$ cat config.mk
export PLATFORM = sky130hd
export DESIGN_NAME = ilv_addr_gen
export DESIGN_NICKNAME = d
export VERILOG_FILES = /design/src/rtl/ilv_pkg.sv /design/src/rtl/ilv_chunk_table.sv /design/src/rtl/ilv_addr_side.sv /design/src/rtl/ilv_walk_ctrl.sv /design/src/rtl/ilv_addr_gen.sv
export SDC_FILE = /design/constraint.sdc
export NUM_CORES = 1
export LEC_CHECK = 0
export BUFFER_PORTS_ARGS = -buffer_cell sky130_fd_sc_hd__buf_2
export CAP_MARGIN = 20
export CORE_AREA = 2 2 176 178
export DETAILED_ROUTE_END_ITERATION = 7
export DIE_AREA = 0 0 178 180
export PLACE_DENSITY = 0.51
export SYNTH_ARGS = -nofsm -noshare
export SYNTH_HDL_FRONTEND = slang
export SYNTH_SLANG_ARGS = --single-unit
$ cat constraint.sdc
create_clock -name clk -period 12.3 [get_ports clk]
set_input_delay 1.23 -clock clk [delete_from_list [all_inputs] [get_ports clk]]
set_output_delay 1.23 -clock clk [all_outputs]
set_load 0.02 [all_outputs]
$ cat src/rtl/ilv_pkg.sv
package ilv_pkg;

    typedef enum logic [1:0] {
        ST_IDLE   = 2'd0,
        ST_RUN    = 2'd1,
        ST_FINISH = 2'd2
    } ilv_state_e;

endpackage

$ cat src/rtl/ilv_chunk_table.sv
module ilv_chunk_table #(
    parameter int DEPTH = 4,
    parameter int LEN_W = 8,
    parameter int GAP_W = 8,
    localparam int IDX_W = (DEPTH > 1) ? $clog2(DEPTH) : 1,
    localparam int CNT_W = $clog2(DEPTH + 1)
) (
    input  logic             clk,
    input  logic             rst_n,
    input  logic             wr_en,
    input  logic [IDX_W-1:0] wr_idx,
    input  logic [LEN_W-1:0] wr_len,
    input  logic [GAP_W-1:0] wr_gap,
    input  logic [IDX_W-1:0] rd_idx,
    input  logic [CNT_W-1:0] used_cnt,
    output logic [LEN_W-1:0] rd_len,
    output logic [GAP_W-1:0] rd_gap,
    output logic             any_zero
);

    logic [LEN_W-1:0] len_q [DEPTH];
    logic [GAP_W-1:0] gap_q [DEPTH];
    logic [DEPTH-1:0] zero_flag;

    always_ff @(posedge clk or negedge rst_n) begin
        if (!rst_n) begin
            for (int i = 0; i < DEPTH; i++) begin
                len_q[i] <= '0;
                gap_q[i] <= '0;
            end
        end else if (wr_en) begin
            for (int i = 0; i < DEPTH; i++) begin
                if (wr_idx == IDX_W'(i)) begin
                    len_q[i] <= wr_len;
                    gap_q[i] <= wr_gap;
                end
            end
        end
    end

    // One zero-length detector per entry; only entries inside the frame count.
    for (genvar g = 0; g < DEPTH; g++) begin : g_zero
        assign zero_flag[g] = (CNT_W'(g) < used_cnt) && (len_q[g] == '0);
    end

    assign any_zero = |zero_flag;
    assign rd_len   = len_q[rd_idx];
    assign rd_gap   = gap_q[rd_idx];

endmodule

$ cat src/rtl/ilv_addr_side.sv
module ilv_addr_side #(
    parameter int ADDR_W = 32,
    parameter int GAP_W  = 8
) (
    input  logic              clk,
    input  logic              rst_n,
    input  logic              load,
    input  logic [ADDR_W-1:0] base,
    input  logic              inc,
    input  logic              scat,
    input  logic              step,
    input  logic              chunk_end,
    input  logic [GAP_W-1:0]  gap,
    output logic [ADDR_W-1:0] addr,
    output logic              inc_q,
    output logic              scat_q
);

    logic [ADDR_W-1:0] addr_q;
    logic [ADDR_W-1:0] stride;

    // Scatter only matters while incrementing; the gap joins the stride at a chunk end.
    always_comb begin
        stride = ADDR_W'(1);
        if (chunk_end && scat_q)
            stride = ADDR_W'(1) + {{(ADDR_W-GAP_W){1'b0}}, gap};
    end

    always_ff @(posedge clk or negedge rst_n) begin
        if (!rst_n) begin
            addr_q <= '0;
            inc_q  <= 1'b0;
            scat_q <= 1'b0;
        end else if (load) begin
            addr_q <= base;
            inc_q  <= inc;
            scat_q <= scat;
        end else if (step && inc_q) begin
            addr_q <= addr_q + stride;
        end
    end

    assign addr = addr_q;

endmodule

$ cat src/rtl/ilv_walk_ctrl.sv
module ilv_walk_ctrl
    import ilv_pkg::*;
#(
    parameter int DEPTH   = 4,
    parameter int LEN_W   = 8,
    parameter int FRAME_W = 8,
    localparam int IDX_W = (DEPTH > 1) ? $clog2(DEPTH) : 1,
    localparam int CNT_W = $clog2(DEPTH + 1)
) (
    input  logic               clk,
    input  logic               rst_n,
    input  logic               start,
    input  logic [FRAME_W-1:0] num_frames,
    input  logic [CNT_W-1:0]   num_chunks,
    input  logic               any_zero,
    input  logic [LEN_W-1:0]   rd_len,
    input  logic               beat_ready,
    output logic [IDX_W-1:0]   rd_idx,
    output logic               load,
    output logic               step,
    output logic               chunk_end,
    output logic               beat_valid,
    output logic               done,
    output logic               idle
);

    ilv_state_e state_q, state_d;

    logic [IDX_W-1:0]   idx_q;
    logic [LEN_W-1:0]   byte_q;
    logic [FRAME_W-1:0] frame_q;
    logic [FRAME_W-1:0] nf_q;
    logic [CNT_W-1:0]   nc_q;
    logic [CNT_W-1:0]   nc_clamp;
    logic               nothing_to_do;
    logic               last_chunk;
    logic               last_frame;
    logic               final_beat;

    assign nc_clamp      = (num_chunks > CNT_W'(DEPTH)) ? CNT_W'(DEPTH) : num_chunks;
    assign nothing_to_do = (num_frames == '0) || (nc_clamp == '0) || any_zero;
    assign last_chunk    = (CNT_W'(idx_q) == nc_q - CNT_W'(1));
    assign last_frame    = (frame_q == nf_q - FRAME_W'(1));
    assign final_beat    = step && chunk_end && last_chunk && last_frame;

    // State register
    always_ff @(posedge clk or negedge rst_n) begin
        if (!rst_n) state_q <= ST_IDLE;
        else        state_q <= state_d;
    end

    // Next state: GO, SKIP, LAST_BEAT, RETIRE
    always_comb begin
        state_d = state_q;
        unique case (state_q)
            ST_IDLE: begin
                if (start) state_d = nothing_to_do ? ST_FINISH : ST_RUN;
            end
            ST_RUN: begin
                if (final_beat) state_d = ST_FINISH;
            end
            ST_FINISH: state_d = ST_IDLE;
            default:   state_d = ST_IDLE;
        endcase
    end

    // Outputs
    always_comb begin
        beat_valid = 1'b0;
        done       = 1'b0;
        idle       = 1'b0;
        unique case (state_q)
            ST_IDLE:   idle       = 1'b1;
            ST_RUN:    beat_valid = 1'b1;
            ST_FINISH: done       = 1'b1;
            default:   idle       = 1'b0;
        endcase
        load      = idle && start;
        step      = beat_valid && beat_ready;
        chunk_end = beat_valid && (byte_q == rd_len - LEN_W'(1));
        rd_idx    = idx_q;
    end

    // Walk counters: byte within chunk, chunk within frame, frame within transfer
    always_ff @(posedge clk or negedge rst_n) begin
        if (!rst_n) begin
            idx_q   <= '0;
            byte_q  <= '0;
            frame_q <= '0;
            nf_q    <= '0;
            nc_q    <= '0;
        end else if (load) begin
            idx_q   <= '0;
            byte_q  <= '0;
            frame_q <= '0;
            nf_q    <= num_frames;
            nc_q    <= nc_clamp;
        end else if (step) begin
            if (chunk_end) begin
                byte_q <= '0;
                if (last_chunk) begin
                    idx_q   <= '0;
                    frame_q <= frame_q + FRAME_W'(1);
                end else begin
                    idx_q <= idx_q + IDX_W'(1);
                end
            end else begin
                byte_q <= byte_q + LEN_W'(1);
            end
        end
    end

endmodule

$ cat src/rtl/ilv_addr_gen.sv
module ilv_addr_gen #(
    parameter int ADDR_W  = 32,
    parameter int LEN_W   = 8,
    parameter int GAP_W   = 8,
    parameter int FRAME_W = 8,
    parameter int DEPTH   = 4,
    localparam int IDX_W = (DEPTH > 1) ? $clog2(DEPTH) : 1,
    localparam int CNT_W = $clog2(DEPTH + 1)
) (
    input  logic               clk,
    input  logic               rst_n,
    input  logic               tbl_we,
    input  logic [IDX_W-1:0]   tbl_idx,
    input  logic [LEN_W-1:0]   tbl_len,
    input  logic [GAP_W-1:0]   tbl_gap,
    input  logic               start,
    input  logic [ADDR_W-1:0]  src_base,
    input  logic [ADDR_W-1:0]  dst_base,
    input  logic [FRAME_W-1:0] num_frames,
    input  logic [CNT_W-1:0]   num_chunks,
    input  logic               src_inc,
    input  logic               dst_inc,
    input  logic               src_scat,
    input  logic               dst_scat,
    output logic               beat_valid,
    input  logic               beat_ready,
    output logic [ADDR_W-1:0]  beat_src,
    output logic [ADDR_W-1:0]  beat_dst,
    output logic               done
);

    logic [IDX_W-1:0] rd_idx;
    logic [LEN_W-1:0] rd_len;
    logic [GAP_W-1:0] rd_gap;
    logic             any_zero;
    logic             load;
    logic             step;
    logic             chunk_end;
    logic             idle;
    logic             src_inc_q, src_scat_q, dst_inc_q, dst_scat_q;

    ilv_chunk_table #(.DEPTH(DEPTH), .LEN_W(LEN_W), .GAP_W(GAP_W)) u_table (
        .clk      (clk),
        .rst_n    (rst_n),
        .wr_en    (tbl_we && idle),
        .wr_idx   (tbl_idx),
        .wr_len   (tbl_len),
        .wr_gap   (tbl_gap),
        .rd_idx   (rd_idx),
        .used_cnt (num_chunks),
        .rd_len   (rd_len),
        .rd_gap   (rd_gap),
        .any_zero (any_zero)
    );

    ilv_walk_ctrl #(.DEPTH(DEPTH), .LEN_W(LEN_W), .FRAME_W(FRAME_W)) u_ctrl (
        .clk        (clk),
        .rst_n      (rst_n),
        .start      (start),
        .num_frames (num_frames),
        .num_chunks (num_chunks),
        .any_zero   (any_zero),
        .rd_len     (rd_len),
        .beat_ready (beat_ready),
        .rd_idx     (rd_idx),
        .load       (load),
        .step       (step),
        .chunk_end  (chunk_end),
        .beat_valid (beat_valid),
        .done       (done),
        .idle       (idle)
    );

    ilv_addr_side #(.ADDR_W(ADDR_W), .GAP_W(GAP_W)) u_src (
        .clk       (clk),
        .rst_n     (rst_n),
        .load      (load),
        .base      (src_base),
        .inc       (src_inc),
        .scat      (src_scat),
        .step      (step),
        .chunk_end (chunk_end),
        .gap       (rd_gap),
        .addr      (beat_src),
        .inc_q     (src_inc_q),
        .scat_q    (src_scat_q)
    );

    ilv_addr_side #(.ADDR_W(ADDR_W), .GAP_W(GAP_W)) u_dst (
        .clk       (clk),
        .rst_n     (rst_n),
        .load      (load),
        .base      (dst_base),
        .inc       (dst_inc),
        .scat      (dst_scat),
        .step      (step),
        .chunk_end (chunk_end),
        .gap       (rd_gap),
        .addr      (beat_dst),
        .inc_q     (dst_inc_q),
        .scat_q    (dst_scat_q)
    );

endmodule

==> summary.md <==
| Metric | Value |
|---|---|
| Fraction of registers with async set/reset | `between 90% and 100%` |
| Later-pin clock latency in the skew report | `approximately 440 ps` |
| Num rows | `64` |
| Synth Area in Adders | `3.58%` |
| Clock Path Buffers | `2` |
| Most frequent cells after synthesis | `163 x dfrtp_1, 137 x nand2_1, 70 x nor2_1` |
| Vias/cell | `a little over 5` |
| Share of layout cells above drive strength 1 | `between 20% and 30%` |
| Crit end category | `register` |
| Top cells by area, synth | `dfrtp_1 43%, mux2_2 7.7%, nand2_1 5.4%` |
| Maximum number of pins on one net before global-route repair | `97` |
| Post-synth top area share | `42.9%` |
| Inserted Diodes | `0` |
| Unrepaired setup endpoints after global routing | `false` |
| Minimum clock period | `about 5800 ps` |
| Max-slew violations | `0` |
| CP Class | `reg -> reg` |
| I/O Buffers | `167` |
| Top-count cell post-synth | `dfrtp_1` |
| Synth Area in Compound Gates | `between 10 and 15%` |
| Vias in the first global route | `roughly 7700` |
| Syn Nets | `roughly 1100` |
| CTS Buf Count | `17` |
| Synth Register Bits | `163` |
| Sum Neg Setup Slack | `0 ps` |
| Hold WC Path Type | `reg -> reg` |
| Status | `complete, no violations` |
| CTS tree | `yes` |
| Worst endpoint required time | `between 10000 and 15000 ps` |
| Lkg Pwr | `between 4 and 5 nW` |
| Initial DRT Pass Iterations | `5` |
| All-Layer GR Usage | `16.8%` |
| Relative slew slack | `27.5%` |
| Final Wtd Congestion | `between 0.8 and 0.9` |
| CP Launch Type | `register` |
| Initial core utilization | `31.5%` |
| EDFF count, synth | `0` |
| Sequential fraction of the synthesis area | `42.9%` |
| Total number of yosys warnings | `0` |
| DP Worst Slack | `about 6600 ps` |
| First-pass GRT wire length | `approximately 43000 um` |
| Die height | `180 um` |
| Clock sink total | `163` |
| Layout net count | `approximately 1300` |
| Hold Buf Count CTS | `0` |
| FMAX | `174 MHz` |
| Syn Inst Count | `a little under 1000` |
| Root buffer cell | `clkbuf_16` |
| Main combinational cell family by area after synthesis | `simple AND/OR/NAND/NOR gates` |
| # fillers | `about 3000` |
| Synthesized area | `about 9500 um2` |
| Hold Fails Final Rpt | `0` |
| Clk_skew | `10.6 ps` |
| Antenna violations before repair | `0` |
| I/O pin total | `roughly 170` |
| Worst vdd ir | `0.101 mV` |
| Post-route setup slack | `between 6000 and 7000 ps` |
| Clk pin slew, worst setup/hold paths | `70 ps` |
| Post-route ant nets | `0` |
| Total gr overflow | `0` |
| Vias | `between 7000 and 8000` |
| Synth Area in Simple Gates | `between 15 and 20%` |
| Core Util, Final | `a little under two fifths` |
| Post-DP HPWL | `between 15000 and 20000 um` |
| Die ar. | `around 32000 um2` |
| Primary FF master, synth | `dfrtp_1` |
| Mux contribution to synthesized area | `13.7%` |
| Detailed-route DRC error count | `0` |
| DR iter-0 viols | `430` |
| Final setup violation count | `0` |
| Crit path DAT | `~6000 ps` |
| Final wirelength | `about 27000 um` |
| Pwr/cell area | `around 230 nW/um2` |
| Crit Path Max Fanout | `20` |
| Maxcap violations | `0` |
| Post-CTS Setup Bufs | `0` |
| Slew @ Worst Pin | `1090 ps` |
| Avg Inst Size Synth | `between 9 and 10 um2` |
| Post-synthesis xor/xnor area fraction | `between 5 and 6%` |
| Area growth, synth to finish | `20.4%` |
| Core Area | `slightly above 30000 um2` |
| Unique masters post-synth | `72` |
| Die X | `about 180 um` |
| Average wire per standard cell | `roughly 17 um` |
| Post-synth top area cell | `dfrtp_1` |
| H-Tree Depth | `4` |
| Post_cts resized | `0` |
| Final Hold Slack | `a little over 500 ps` |
| Final Cycle Share | `46.8%` |
per-stage QoR:
| step | cell area, um2 | total power (W) | std cells |
|---|---|---|---|
| after global routing | 11500 | 0.00284 | 1536 |
| after CTS | 11400 | 0.00268 | 1535 |
| after global placement | 10800 | 0.00203 | 1503 |
| final | 11500 | 0.00266 | 1536 |
| after floorplan | 9510 | 0.00170 | 975 |
| after detailed placement | 10800 | 0.00205 | 1503 |
layer usage:
metal	GRT usage, %	wire length [um]	vias to the layer above
li1	-	-	3812
met4	3.44	262	0
met1	24.2	13100	3878
met3	3.30	1340	21
met5	0	0	-
met2	26.1	12100	185
placed cells by master, fill, tap and decap left out, types with 19 or more instances in the layout:
cell type,count
nand2_1,136
nor4_1,19
xnor2_1,44
inv_1,25
buf_2,166
and3_1,19
a21oi_1,45
o21ai_0,62
ha_1,24
xor2_1,19
nand3_1,39
mux2_2,65
nor2_1,70
dfrtp_1,163
cell families (layout without fill, tap and decap cells):
kind of cell | after synthesis | after routing
multiplexers | 100 | 100
AO/OA/AOI/OAI | 175 | 175
buffers and inverters | 68 | 233
flip-flops | 163 | 163
XOR/XNOR | 64 | 64
AND/OR/NAND/NOR | 379 | 379
adder cells (fa/ha/maj) | 26 | 26
flip-flops by register name (all words and copies together) (netlist names):
signal	cells
u_dst.scat_q	1
u_src.addr	32
u_table.len_q	32
u_src.scat_q	1
u_ctrl.state_q	2
u_ctrl.rd_idx	2
u_table.gap_q	32
u_ctrl.frame_q	8
u_src.inc_q	1
u_dst.addr	32
u_ctrl.byte_q	8
u_ctrl.nc_q	3
u_ctrl.nf_q	8
u_dst.inc_q	1
worst paths after layout:
| check | from | endpoint | slack (ps) | cells past startpoint |
|---|---|---|---|---|
| worst min register to register | u_table.gap_q[5]$_DFFE_PN0P_ | u_table.gap_q[5]$_DFFE_PN0P_ | 510 | 1 |
| worst max-delay path | u_ctrl.rd_idx[1]$_DFFE_PN0P_ | u_src.addr[23]$_DFFE_PN0P_ | 6540 | 19 |
| worst min-delay path | u_table.gap_q[5]$_DFFE_PN0P_ | u_table.gap_q[5]$_DFFE_PN0P_ | 510 | 1 |
| max in group asynchronous | rst_n | u_ctrl.byte_q[3]$_DFFE_PN0P_ | 9940 | 2 |
| worst max register to register | u_ctrl.rd_idx[1]$_DFFE_PN0P_ | u_src.addr[23]$_DFFE_PN0P_ | 6540 | 19 |
| min in group asynchronous | rst_n | u_src.addr[13]$_DFFE_PN0P_ | 910 | 1 |
report_power, final:
part | switching, W | internal (W) | total (W)
Clock | 0.000246 | 0.000376 | 0.000622
Combinational | 0.000595 | 0.000466 | 0.00106
Sequential | 0.000216 | 0.000759 | 0.000976
critical path: stages (launching register included):
cell and delay [ps]:
dfrtp_1 920, mux4_2 450, inv_1 60, ha_1 230, xnor2_1 190, xnor2_1 90
nor2_1 100, nand4_1 150, a211oi_2 630, nand2_1 270, nor2_1 250, ha_1 270
a21o_1 150, a21oi_1 220, o21bai_1 130, a2111o_1 490, a31o_2 250, a21oi_1 450
or4b_2 220, a31oi_1 80
cell type report:
type | instances | area (um2) | area share (%)
timing repair buffer | 176 | 913 | 7.98
multi-input combinational | 744 | 5200 | 45.4
inverter | 25 | 93.8 | 0.819
clock buffer | 19 | 453 | 3.95
sequential | 163 | 4080 | 35.6
clock inverter | 13 | 220 | 1.92
tap | 396 | 495 | 4.33
Note: power is estimated with default switching activity, not from simulation.
